--- src/rtl/spim_pkg.sv ---
package spim_pkg;

  localparam logic [1:0] ADDR_CTRL = 2'd0;
  localparam logic [1:0] ADDR_STAT = 2'd1;
  localparam logic [1:0] ADDR_DATA = 2'd2;

  localparam int XFER_BITS = 8;

  localparam int CB_IRQEN = 7;
  localparam int CB_EN    = 6;
  localparam int CB_CPOL  = 3;
  localparam int CB_CPHA  = 2;

  localparam int SB_DONE  = 7;
  localparam int SB_COLL  = 6;
  localparam int SB_FAULT = 4;

  typedef struct packed {
    logic load;
    logic tick;
    logic sampleBit;
    logic driveBit;
    logic finish;
    logic relSs;
  } xferStrobes_t;

endpackage

--- src/rtl/spim_ctl.sv ---
module spim_ctl
  import spim_pkg::*;
#(
  parameter int HALF_R0 = 1,
  parameter int HALF_R1 = 2,
  parameter int HALF_R2 = 8,
  parameter int HALF_R3 = 16
) (
  input  logic         clk,
  input  logic         rstN,
  input  logic         busSel,
  input  logic         busWr,
  input  logic [1:0]   busAddr,
  input  logic [7:0]   busWdata,
  output logic [7:0]   ctrlReg,
  output logic [7:0]   statReg,
  output logic         busy,
  output xferStrobes_t strb
);

  localparam int MAX_A    = (HALF_R0 > HALF_R1) ? HALF_R0 : HALF_R1;
  localparam int MAX_B    = (HALF_R2 > HALF_R3) ? HALF_R2 : HALF_R3;
  localparam int MAX_HALF = (MAX_A > MAX_B) ? MAX_A : MAX_B;
  localparam int TMR_W    = ($clog2(MAX_HALF) > 0) ? $clog2(MAX_HALF) : 1;
  localparam int NUM_EVT  = 2 * XFER_BITS;
  localparam int EVT_W    = $clog2(NUM_EVT);
  localparam logic [EVT_W-1:0] LAST_EVT = EVT_W'(NUM_EVT - 1);

  typedef enum logic [1:0] {ST_IDLE, ST_SHIFT, ST_TAIL} xferState_t;

  xferState_t      state;
  logic [TMR_W-1:0] tmr;
  logic [TMR_W-1:0] reloadVal;
  logic [EVT_W-1:0] evtCnt;
  logic             doneFlag;
  logic             collFlag;
  logic [1:0]       pendClr;

  logic ctrlWr, statRd, dataWr, dataRd, dataAcc;
  logic startXfer, collide, tmrZero, lastEvt;

  assign ctrlWr    = busSel && busWr && (busAddr == ADDR_CTRL);
  assign statRd    = busSel && !busWr && (busAddr == ADDR_STAT);
  assign dataWr    = busSel && busWr && (busAddr == ADDR_DATA);
  assign dataRd    = busSel && !busWr && (busAddr == ADDR_DATA);
  assign dataAcc   = dataRd || (dataWr && ctrlReg[CB_EN]);
  assign busy      = (state != ST_IDLE);
  assign startXfer = dataWr && ctrlReg[CB_EN] && !busy;
  assign collide   = dataWr && ctrlReg[CB_EN] && busy;
  assign tmrZero   = (tmr == '0);
  assign lastEvt   = (evtCnt == LAST_EVT);

  always_comb begin
    case (ctrlReg[1:0])
      2'd0:    reloadVal = TMR_W'(HALF_R0 - 1);
      2'd1:    reloadVal = TMR_W'(HALF_R1 - 1);
      2'd2:    reloadVal = TMR_W'(HALF_R2 - 1);
      default: reloadVal = TMR_W'(HALF_R3 - 1);
    endcase
  end

  // Strobes toward the datapath
  always_comb begin
    strb           = '0;
    strb.load      = startXfer;
    strb.tick      = (state == ST_SHIFT) && tmrZero;
    strb.sampleBit = strb.tick && (ctrlReg[CB_CPHA] ? evtCnt[0] : !evtCnt[0]);
    strb.driveBit  = strb.tick && !strb.sampleBit && !lastEvt;
    strb.finish    = strb.tick && lastEvt;
    strb.relSs     = (state == ST_TAIL) && tmrZero;
  end

  // Sequencer: half-period timer and event counter
  always_ff @(posedge clk or negedge rstN) begin
    if (!rstN) begin
      state  <= ST_IDLE;
      tmr    <= '0;
      evtCnt <= '0;
    end else begin
      case (state)
        ST_IDLE: begin
          if (startXfer) begin
            state  <= ST_SHIFT;
            tmr    <= reloadVal;
            evtCnt <= '0;
          end
        end
        ST_SHIFT: begin
          if (tmrZero) begin
            tmr    <= reloadVal;
            evtCnt <= evtCnt + 1'b1;
            if (lastEvt) state <= ST_TAIL;
          end else begin
            tmr <= tmr - 1'b1;
          end
        end
        ST_TAIL: begin
          if (tmrZero) state <= ST_IDLE;
          else         tmr   <= tmr - 1'b1;
        end
        default: state <= ST_IDLE;
      endcase
    end
  end

  // Registers and flags
  always_ff @(posedge clk or negedge rstN) begin
    if (!rstN) begin
      ctrlReg  <= '0;
      doneFlag <= 1'b0;
      collFlag <= 1'b0;
      pendClr  <= '0;
    end else begin
      if (ctrlWr) ctrlReg <= busWdata;
      if (statRd)       pendClr <= {doneFlag, collFlag};
      else if (dataAcc) pendClr <= '0;
      doneFlag <= (doneFlag && !(dataAcc && pendClr[1])) || strb.finish;
      collFlag <= (collFlag && !(dataAcc && pendClr[0])) || collide;
    end
  end

  always_comb begin
    statReg           = '0;
    statReg[SB_DONE]  = doneFlag;
    statReg[SB_COLL]  = collFlag;
    statReg[SB_FAULT] = 1'b0;
  end

endmodule

--- src/rtl/spim_dp.sv ---
module spim_dp
  import spim_pkg::*;
(
  input  logic         clk,
  input  logic         rstN,
  input  xferStrobes_t strb,
  input  logic         cpol,
  input  logic         cpha,
  input  logic [7:0]   txByte,
  input  logic         miso,
  output logic         sck,
  output logic         mosi,
  output logic         ssN,
  output logic [7:0]   rxByte
);

  localparam int MSB = XFER_BITS - 1;

  logic [MSB:0] shiftReg;
  logic [MSB:0] shiftNext;
  logic         sckPh;

  assign shiftNext = {shiftReg[MSB-1:0], miso};
  assign sck       = cpol ^ sckPh;

  always_ff @(posedge clk or negedge rstN) begin
    if (!rstN) begin
      shiftReg <= '0;
      sckPh    <= 1'b0;
      mosi     <= 1'b0;
      ssN      <= 1'b1;
      rxByte   <= '0;
    end else begin
      if (strb.load) begin
        shiftReg <= txByte;
        sckPh    <= 1'b0;
        ssN      <= 1'b0;
        if (!cpha) mosi <= txByte[MSB];
      end
      if (strb.tick)      sckPh    <= ~sckPh;
      if (strb.sampleBit) shiftReg <= shiftNext;
      if (strb.driveBit)  mosi     <= shiftReg[MSB];
      if (strb.finish)    rxByte   <= strb.sampleBit ? shiftNext : shiftReg;
      if (strb.relSs)     ssN      <= 1'b1;
    end
  end

endmodule

--- src/rtl/spi_byte_master.sv ---
module spi_byte_master
  import spim_pkg::*;
#(
  parameter int HALF_R0 = 1,
  parameter int HALF_R1 = 2,
  parameter int HALF_R2 = 8,
  parameter int HALF_R3 = 16
) (
  input  logic       clk,
  input  logic       rstN,
  input  logic       busSel,
  input  logic       busWr,
  input  logic [1:0] busAddr,
  input  logic [7:0] busWdata,
  output logic [7:0] busRdata,
  output logic       irqReq,
  output logic       sck,
  output logic       mosi,
  input  logic       miso,
  output logic       ssN
);

  logic [7:0]   ctrlReg;
  logic [7:0]   statReg;
  logic [7:0]   rxByte;
  logic         busy;
  xferStrobes_t strb;

  spim_ctl #(
    .HALF_R0(HALF_R0), .HALF_R1(HALF_R1), .HALF_R2(HALF_R2), .HALF_R3(HALF_R3)
  ) u_ctl (
    .clk(clk), .rstN(rstN), .busSel(busSel), .busWr(busWr), .busAddr(busAddr),
    .busWdata(busWdata), .ctrlReg(ctrlReg), .statReg(statReg), .busy(busy),
    .strb(strb)
  );

  spim_dp u_dp (
    .clk(clk), .rstN(rstN), .strb(strb), .cpol(ctrlReg[CB_CPOL]),
    .cpha(ctrlReg[CB_CPHA]), .txByte(busWdata), .miso(miso), .sck(sck),
    .mosi(mosi), .ssN(ssN), .rxByte(rxByte)
  );

  assign irqReq = ctrlReg[CB_IRQEN] && statReg[SB_DONE];

  always_comb begin
    busRdata = '0;
    if (busSel && !busWr) begin
      case (busAddr)
        ADDR_CTRL: busRdata = ctrlReg;
        ADDR_STAT: busRdata = statReg;
        ADDR_DATA: busRdata = rxByte;
        default:   busRdata = '0;
      endcase
    end
  end

endmodule

--- config.mk ---
export PLATFORM = sky130hd
export DESIGN_NAME = spi_byte_master
export DESIGN_NICKNAME = d
export VERILOG_FILES = /design/src/rtl/spim_pkg.sv /design/src/rtl/spim_ctl.sv /design/src/rtl/spim_dp.sv /design/src/rtl/spi_byte_master.sv
export SDC_FILE = /design/constraint.sdc
export NUM_CORES = 1
export LEC_CHECK = 0
export BUFFER_PORTS_ARGS = -buffer_cell sky130_fd_sc_hd__buf_2
export CORE_UTILIZATION = 50
export CTS_CLUSTER_DIAMETER = 100
export DETAILED_ROUTE_END_ITERATION = 10
export PLACE_DENSITY_LB_ADDON = 0.2
export SYNTH_ARGS = -nofsm -noshare
export SYNTH_HDL_FRONTEND = slang
export SYNTH_SLANG_ARGS = --single-unit
--- constraint.sdc ---
create_clock -name clk -period 1.81 [get_ports clk]
set_input_delay 0.4525 -clock clk [delete_from_list [all_inputs] [get_ports clk]]
set_output_delay 0.4525 -clock clk [all_outputs]
set_load 0.02 [all_outputs]
; After elaboration in Yosys (flattened, before gate mapping)
; Index checks and enable logic that the tools add are counted.
[totals]
elab_cells = 102
input_bits = 15
reg_bits = 41
out_inout_bits = 12
[classes]
n_bitwise = 2
eq_ne = 13
n_addsub = 2
n_mux = 27
n_reduce_logical = 46
[ops]
columns = cell, count
row1 = $mux 8, 4
row2 = $pmux 4 s3, 2
row3 = $pmux 8 s3, 1
row4 = $logic_and 1x1->1, 20
row5 = $mux 4, 5
row6 = $reduce_bool 2->1, 7
row7 = $mux 2, 6
row8 = $ne 2x1->1 const B, 4
row9 = $pmux 4 s2, 1
row10 = $logic_not 1->1, 7
row11 = $mux 1, 7
row12 = $eq 2x1->1 const B, 3
row13 = $eq 2x2->1 const B, 3
row14 = $logic_not 2->1, 3
row15 = $pmux 2 s3, 1
row16 = $reduce_and 3->1, 2
row17 = $add 4x1->4 const B, 1
row18 = $eq 4x4->1 const B, 1
row19 = $logic_not 4->1, 1
row20 = $ne 2x2->1 const B, 2
row21 = $reduce_and 4->1, 1
row22 = $sub 4x1->4 const B, 1
row23 = $logic_or 1x1->1, 3
row24 = $reduce_bool 3->1, 1
row25 = 3 further kinds, 3

; Logic depth before layout (Yosys ltp)
; Gate-level depths: netlist of the first run.
[depth]
word_depth = 8
depth_mapped = 7
depth_no_buf = 6

; By module
; Synthesis of the first run repeated with hierarchy kept, for this count alone.
[hier_totals]
hier_cells = 270
hier_area_um2 = 2688.8
[modules_own_cells]
columns = mod, instances, seq_area_each_um2, cells_each, area_per_inst_um2
row1 = spim_ctl, 1, 550.5, 149, 1426.4
row2 = spim_dp, 1, 476.7, 82, 889.6
row3 = spi_byte_master, 1, 0.0, 39, 372.9

; Worst setup path before layout of the first run
; OpenSTA, ideal clock, no wires.
[synth_path]
kind = input to output
startpoint = in busAddr[1]
endpoint = out busRdata[0]
n_path_buf = 2
arrival_ns = 1.499
t_required_ns = 1.357
setup_slack_ns = -0.141
stages = 4
cell_sequence = clkbuf_1 -> buf_1 -> mux2i_1 -> nor2_1
[synth_between]
elab_chain_len = 3
elab_cells_between_ends = 5
classes_between = 2 x eq/ne / 2 x mux / 1 x reduce/logical
[synth_rtl]
columns = item, line_no
row1 = start: declaration, spi_byte_master.sv:13  ; input logic [1:0] busAddr,
row2 = $eq 2x2->1 (tied with other cells), spi_byte_master.sv:48  ; case (busAddr)
row3 = $pmux 8 s3 *, spi_byte_master.sv:48
row4 = $mux 8 *, spi_byte_master.sv:47  ; if (busSel && !busWr) begin
row5 = end: declaration, spi_byte_master.sv:15  ; output logic [7:0] busRdata,
; Every way passes the cells marked *; elsewhere a longest branch is shown, timed or not.

; Worst setup path after layout of the first run
[layout_path]
startpoint = reg u_ctl.tmr[1]
endpoint = reg u_ctl.state[0]
[layout_between]
elab_chain_len = 3
elab_cells_between_ends = 4
classes_between = 2 x eq/ne / 2 x reduce/logical
[layout_rtl]
columns = item, line_no
row1 = start: declaration, spim_ctl.sv:32  ; logic [TMR_W-1:0] tmr;
row2 = start signal: assignment, spim_ctl.sv:84  ; tmr <= reloadVal;
row3 = start signal: assignment, spim_ctl.sv:90  ; tmr <= reloadVal;
row4 = start signal: assignment, spim_ctl.sv:94  ; tmr <= tmr - 1'b1;
row5 = $logic_not 4->1 *, spim_ctl.sv:50  ; assign tmrZero = (tmr == '0);
row6 = $ne 2x1->1 (no source line), --
row7 = $reduce_and 4->1 (no source line) *, --
row8 = end signal: assignment, spim_ctl.sv:76  ; state <= ST_IDLE;
row9 = end signal: assignment, spim_ctl.sv:83  ; state <= ST_SHIFT;
row10 = end signal: assignment, spim_ctl.sv:92  ; if (lastEvt) state <= ST_TAIL;
row11 = end: declaration, spim_ctl.sv:31  ; xferState_t state;
; Marks and branches as above.
; A chain may end at the register's enable or synchronous reset.

==> results of run 1 <==
final timing paths:
kind	start	end	slack, ps	depth (start not counted)
max	u_ctl.tmr[1]$_DFFE_PN0P_	u_ctl.state[0]$_DFFE_PN0P_	-110	7
min	rstN	u_ctl.evtCnt[1]$_DFFE_PN0P_	110	1
max reg2reg	u_ctl.tmr[1]$_DFFE_PN0P_	u_ctl.state[0]$_DFFE_PN0P_	-110	7
min reg2reg	u_ctl.pendClr[0]$_DFFE_PN0P_	u_ctl.pendClr[0]$_DFFE_PN0P_	500	1
max in group asynchronous	rstN	u_ctl.ctrlReg[6]$_DFFE_PN0P_	1200	2
min in group clk	busWdata[1]	u_ctl.ctrlReg[1]$_DFFE_PN0P_	410	3
logic make-up (layout without fill, tap and decap cells):
logic type,after synthesis,count (layout),synth area share
compound gates,61,61,0.175
xor+xnor,2,2,0.00758
fa+ha+maj,7,7,0.0379
buf+inv,19,76,0.0363
flops,41,41,0.445
mux,26,26,0.120
simple gates,78,78,0.179
metal layers:
layer,vias up,share of wire
li1,967,-
met1,944,0.46
met2,43,0.49
met3,7,0.035
met4,0,0.0088
met5,-,0
final cells by class:
type,count,area (um^2),share of cell area
Clock buffer,6,82.6,0.0284
Clock inverter,2,13.8,0.00474
Inverter,11,41.3,0.0142
Multi-Input combinational cell,174,1280,0.440
Sequential cell,41,1030,0.354
Tap cell,52,65.1,0.0224
Timing Repair Buffer,57,395,0.136
cell usage in the layout, fill, tap and decap left out, types with 3 or more instances in the layout:
master / n
clkbuf_8: 6
o2bb2ai_1: 4
buf_2: 26
inv_1: 9
mux2i_1: 16
nor2_1: 19
nor2b_1: 3
nand2b_1: 3
mux2_2: 8
nand3_1: 4
nand2_2: 3
dfrtp_1: 39
buf_4: 27
a21oi_1: 9
a221o_1: 3
o21ai_0: 17
a31oi_1: 8
ha_1: 4
nand2_1: 22
state kept, by name, indices dropped and copies added (netlist names):
register / cells
u_ctl.state: 2
u_dp.rxByte: 8
u_dp.ssN: 1
u_dp.mosi: 1
u_dp.shiftReg: 8
u_dp.sckPh: 1
u_ctl.pendClr: 2
u_ctl.doneFlag: 1
u_ctl.collFlag: 1
u_ctl.ctrlReg: 8
u_ctl.evtCnt: 4
u_ctl.tmr: 4
through the flow:
stage,instances,setup slack [ps]
detailed placement,328,-52.7
CTS,339,2.55
finish,343,-109
floorplan,234,-17.1
global placement,328,-4.44
global route,343,-157
worst register-to-register path, delay by kind of cell, from the launching register on:
kind            cells  cell delay [ps]
simple gates        1              420
flops               1              400
compound gates      2              310
mux                 1              310
buf+inv             2              240
fa+ha+maj           1              140
power by group:
| group | internal [mW] | switching [mW] |
|---|---|---|
| combinational | 1.03 | 0.968 |
| sequential | 1.22 | 0.251 |
| clock | 0.309 | 0.327 |
| total | 2.56 | 1.55 |
repair_timing:
| action | CTS | global route |
|---|---|---|
| setup endpoints to repair | 6 | 24 |
| gates resized for setup | 4 | 18 |
| buffers inserted | 3 | 4 |
| pin swaps | 1 | 5 |
| hold endpoints to repair | 0 | 0 |
==> results.json, run 1 <==
{
  "synth-seq-area-share": 0.445,
  "worst-setup-path-type": "register to register",
  "met2_usage": 0.387,
  "finalWorstSetupSlack_ps": -109,
  "asyncSetResetFlopFracSynth": 1.00,
  "worst-path-max-fanout": 4,
  "antenna_violations_before_repair": 0,
  "gp_congestion": 0.873,
  "cts_h_tree_lvls": 2,
  "power_per_cell_area_nw_per_um2": 1410,
  "timing.max_cap.violations": 0,
  "timing.final.setup_violations": 5,
  "die_area_um2": 4900,
  "syn_inst": 234,
  "design.final.nets": 312,
  "fin_tns_setup_ps": -218,
  "detail_route.wirelength_um": 5360,
  "die_y_um": 70.0,
  "synth_warnings": 0,
  "grt_most_used_layer": "met2",
  "timing.critical_path.arrival_ps": 2100,
  "syn-cell-area_um2": 2310,
  "cts-buffers-inserted": 5,
  "grt_overflow_total": 0,
  "top_cell_type_s_share_of_synthesized_area": 0.433,
  "fraction_of_final_layout_cells_sized_beyond_drive_strength_1": 0.340,
  "postSynthNetCount": 256,
  "globalRouteMet3Util": 0.0404,
  "whs_ps": 111,
  "post_synth_most_frequent_cells": "40 x dfrtp_1, 25 x nand2_1, 20 x nor2_1",
  "ys_types": 53,
  "flow.area_growth_from_synthesis_pct": 25.7,
  "path_cells": "inv_2 > ha_4 > or3b_4 > buf_12 > a21oi_2 > o21a_1 > mux2_4",
  "crit_path_start_kind": "register",
  "path_delay_family": "simple AND/OR/NAND/NOR gates",
  "nFillCells": 355,
  "finalHoldViolations": 0,
  "static-leakage-power_nw": 1.40,
  "detail-route-antenna-nets": 0,
  "design_power_total_mw": 4.10,
  "grt_pass1_wl_um": 8980,
  "routed-via-count": 1961,
  "post_drt_via_cell_ratio": 5.72,
  "num_io_pins": 27,
  "met1_capacity_usage_during_global_routing": 0.319,
  "period_needed_ps": 1920,
  "timing_max_transition_violations_final": 0,
  "grt_setup_unrepaired": "true",
  "worst_slew_margin_rel": 0.671,
  "post-route-util": 0.663,
  "tightestPinTransition_ps": 494,
  "vdd_ir_drop_max_uv": 754,
  "ys.flop_type": "dfrtp_1",
  "synthMostInstantiatedCell": "dfrtp_1",
  "num_rows": 24,
  "cts_root_cell": "clkbuf_8",
  "crit_required_ps": 1990,
  "failed_checks": "setup timing",
  "detailed_place.area_um2": 2660,
  "initialDrtViolationCount": 134,
  "diodes": 0,
  "path_clk_slew_ps": 80,
  "drt_drc_violations_left": 0,
  "drt_pass1_iterations": 4,
  "count_of_flip_flops_with_a_built_in_enable_after_synthesis": 0,
  "core_um2": 4380,
  "grt_pass1_vias": 1828,
  "clock_latency_ps": 290,
  "yosysTopAreaCell": "dfrtp_1",
  "maxClockFrequency_mhz": 521,
  "synth_seq_cells": 41,
  "floorplan.initialDensity": 0.527,
  "post-route-period-util": 1.06,
  "routed_wirelength_normalized_by_instance_count_um": 15.6,
  "path_type_of_the_worst_min_delay_path": "input pin to async pin",
  "critical_path.endpoint_type": "register",
  "cts_tree": "done",
  "place.port_buffers": 26,
  "grt_max_degree": 24,
  "clock_skew_ps": 4.49,
  "numClockSinks": 41,
  "ctsHoldBuffers": 0,
  "postSynthAreaPerCell_um2": 9.88,
  "cp_slowest_cell": "or3b_4",
  "place.detailed.hpwl_um": 3740,
  "outcome": "finished, violations left",
  "timing.critical_path.slowest_cell_delay_ps": 420,
  "synthTopCellsByArea": "dfrtp_1 43%, mux2i_1 6.9%, nand2_1 4.1%, mux2_2 3.9%, ha_1 3.8%",
  "final_cell_area_um2": 2910,
  "grt_util_all_layers": 0.233,
  "timing.critical_path.buf_inv": 2,
  "cts.path.max_buffers": 2,
  "die_width_um": 70.0
}
Power figures use the tool's default switching activity.
==> inputs of run 2 (changes only) <==
- PLACE_DENSITY: unset -> 0.73
- PLACE_DENSITY_LB_ADDON: 0.2 -> unset
==> run 2 against run 1 <==
Against the previous run:
- the flow still finishes with violations (setup timing)
- global-route usage is 0.18 points lower
- clock power is 23% higher
- hold slack worse by 8.0 ps
- sequential share of layout area is 0.34 points higher
- count of clock-buffer cells in the layout stayed put
- design area is 0.95% lower
- critical path depth stayed put
- die area stayed put
- register-to-register slack better by 50 ps
==> results.json, run 2 (synthesis gave the netlist of run 1 again) <==
{
  "cp_slowest_cell": "or3b_4",
  "cts.path.max_buffers": 2,
  "timing.final.setup_violations": 4,
  "num_io_pins": 27,
  "failed_checks": "setup timing",
  "cts-buffers-inserted": 5,
  "grt_setup_unrepaired": "true",
  "detail_route.wirelength_um": 5350,
  "timing.critical_path.slowest_cell_delay_ps": 420,
  "cts_root_cell": "clkbuf_8",
  "timing_max_transition_violations_final": 0,
  "timing.critical_path.arrival_ps": 2060,
  "grt_pass1_vias": 1854,
  "num_rows": 24,
  "clock_skew_ps": 6.57,
  "design_power_total_mw": 4.13,
  "grt_util_all_layers": 0.231,
  "clock_latency_ps": 300,
  "routed-via-count": 1944,
  "grt_max_degree": 42,
  "flow.area_growth_from_synthesis_pct": 24.5,
  "grt_pass1_wl_um": 8820,
  "die_width_um": 70.0,
  "drt_pass1_iterations": 4,
  "place.port_buffers": 26,
  "die_y_um": 70.0,
  "period_needed_ps": 1870,
  "worst-r2r-setup-slack_ps": -60,
  "static-leakage-power_nw": 1.39,
  "post_layout_instance_count_excluding_filler_cells": 339,
  "routed_wirelength_normalized_by_instance_count_um": 15.8,
  "design.final.nets": 308,
  "cts_tree": "done",
  "maxClockFrequency_mhz": 535,
  "die_area_um2": 4900,
  "fraction_of_final_layout_cells_sized_beyond_drive_strength_1": 0.310,
  "whs_ps": 103,
  "antenna_violations_before_repair": 0,
  "power_per_cell_area_nw_per_um2": 1440,
  "place_inst": 325,
  "crit_required_ps": 2000,
  "gp_congestion": 0.906,
  "commonest_cells_after_routing_fill_and_taps_aside": "39 x dfrtp_1, 26 x buf_2, 24 x nand2_1, 23 x buf_4, 19 x nor2_1",
  "numClockSinks": 41,
  "path_cells": "inv_2 > ha_4 > or3b_4 > buf_4 > a21oi_2 > o21a_1 > mux2_4",
  "timing.max_cap.violations": 0,
  "critical_path.endpoint_type": "register",
  "diodes": 0,
  "drt_drc_violations_left": 0,
  "finalHoldViolations": 0,
  "layout_commonest_cell": "dfrtp_1",
  "post_drt_via_cell_ratio": 5.73,
  "detail-route-antenna-nets": 0,
  "grt_overflow_total": 0,
  "outcome": "finished, violations left",
  "reg_top3": "u_ctl.ctrlReg (8), u_dp.rxByte (8), u_dp.shiftReg (8)",
  "vdd_ir_drop_max_uv": 853,
  "worst-path-max-fanout": 5,
  "worst-setup-path-type": "register to register",
  "post-route-period-util": 1.03,
  "nFillCells": 344,
  "fin_tns_setup_ps": -133,
  "path_clk_slew_ps": 80,
  "core_um2": 4380,
  "place.detailed.hpwl_um": 3680,
  "path_type_of_the_worst_min_delay_path": "input pin to async pin",
  "floorplan.initialDensity": 0.527,
  "worst_slew_margin_rel": 0.731,
  "finalWorstSetupSlack_ps": -58.9,
  "initialDrtViolationCount": 110,
  "crit_path_start_kind": "register",
  "tightestPinTransition_ps": 400,
  "cts_h_tree_lvls": 2,
  "ctsHoldBuffers": 0
}
run 2: worst max-delay path, delay by kind of cell, from the launching register on:
family          cells  cell delay (ps)
compound gates      2              280
simple gates        1              420
mux                 1              300
flops               1              390
fa+ha+maj           1              130
buf+inv             2              240
run 2: through the flow:
stage	setup WS, ps	util	area (um^2)
3_3_place_gp	9.91	0.607	2660
6_report	-58.9	0.656	2880
2_1_floorplan	-17.1	-	2310
4_1_cts	-32.8	0.641	2810
3_5_place_dp	-97.5	0.607	2660
5_1_grt	-131	0.656	2880
run 2: area by class of cell:
type,instances,area (um^2),area share
flip-flops and latches,41,1030,0.357
well taps,52,65.1,0.0226
multi-input cells,174,1250,0.434
inverters,11,41.3,0.0143
repair buffers,53,374,0.130
clock buffers,6,82.6,0.0287
clock inverters,2,37.5,0.0130
run 2: report_power, final:
group | switching [mW] | internal [mW]
combinational | 0.944 | 0.946
sequential | 0.244 | 1.22
clock | 0.332 | 0.449
total | 1.52 | 2.61
run 2: worst paths after layout:
kind	start	to	cells past startpoint
max	u_ctl.tmr[1]$_DFFE_PN0P_	u_ctl.state[0]$_DFFE_PN0P_	7
min	rstN	u_ctl.evtCnt[2]$_DFFE_PN0P_	2
max reg2reg	u_ctl.tmr[1]$_DFFE_PN0P_	u_ctl.state[0]$_DFFE_PN0P_	7
min reg2reg	u_ctl.pendClr[1]$_DFFE_PN0P_	u_ctl.pendClr[1]$_DFFE_PN0P_	1
max in group asynchronous	rstN	u_dp.ssN$_DFFE_PN1P_	2
min in group clk	busWdata[1]	u_ctl.ctrlReg[1]$_DFFE_PN0P_	3
run 2: timing repair:
action                                  CTS  global route
endpoints found under the setup margin    6            20
pin swaps                                 2             3
buffers inserted                          2             4
cloned                                    0             0
resized for setup                         4            10
run 2: per-layer routing:
layer,track usage,part of all wire,vias up,wire length (um)
li1,-,-,951,-
met1,0.317,0.47,939,2530
met2,0.361,0.47,45,2530
met3,0.0447,0.038,9,202
met4,0.0933,0.014,0,77
met5,0,0,-,0
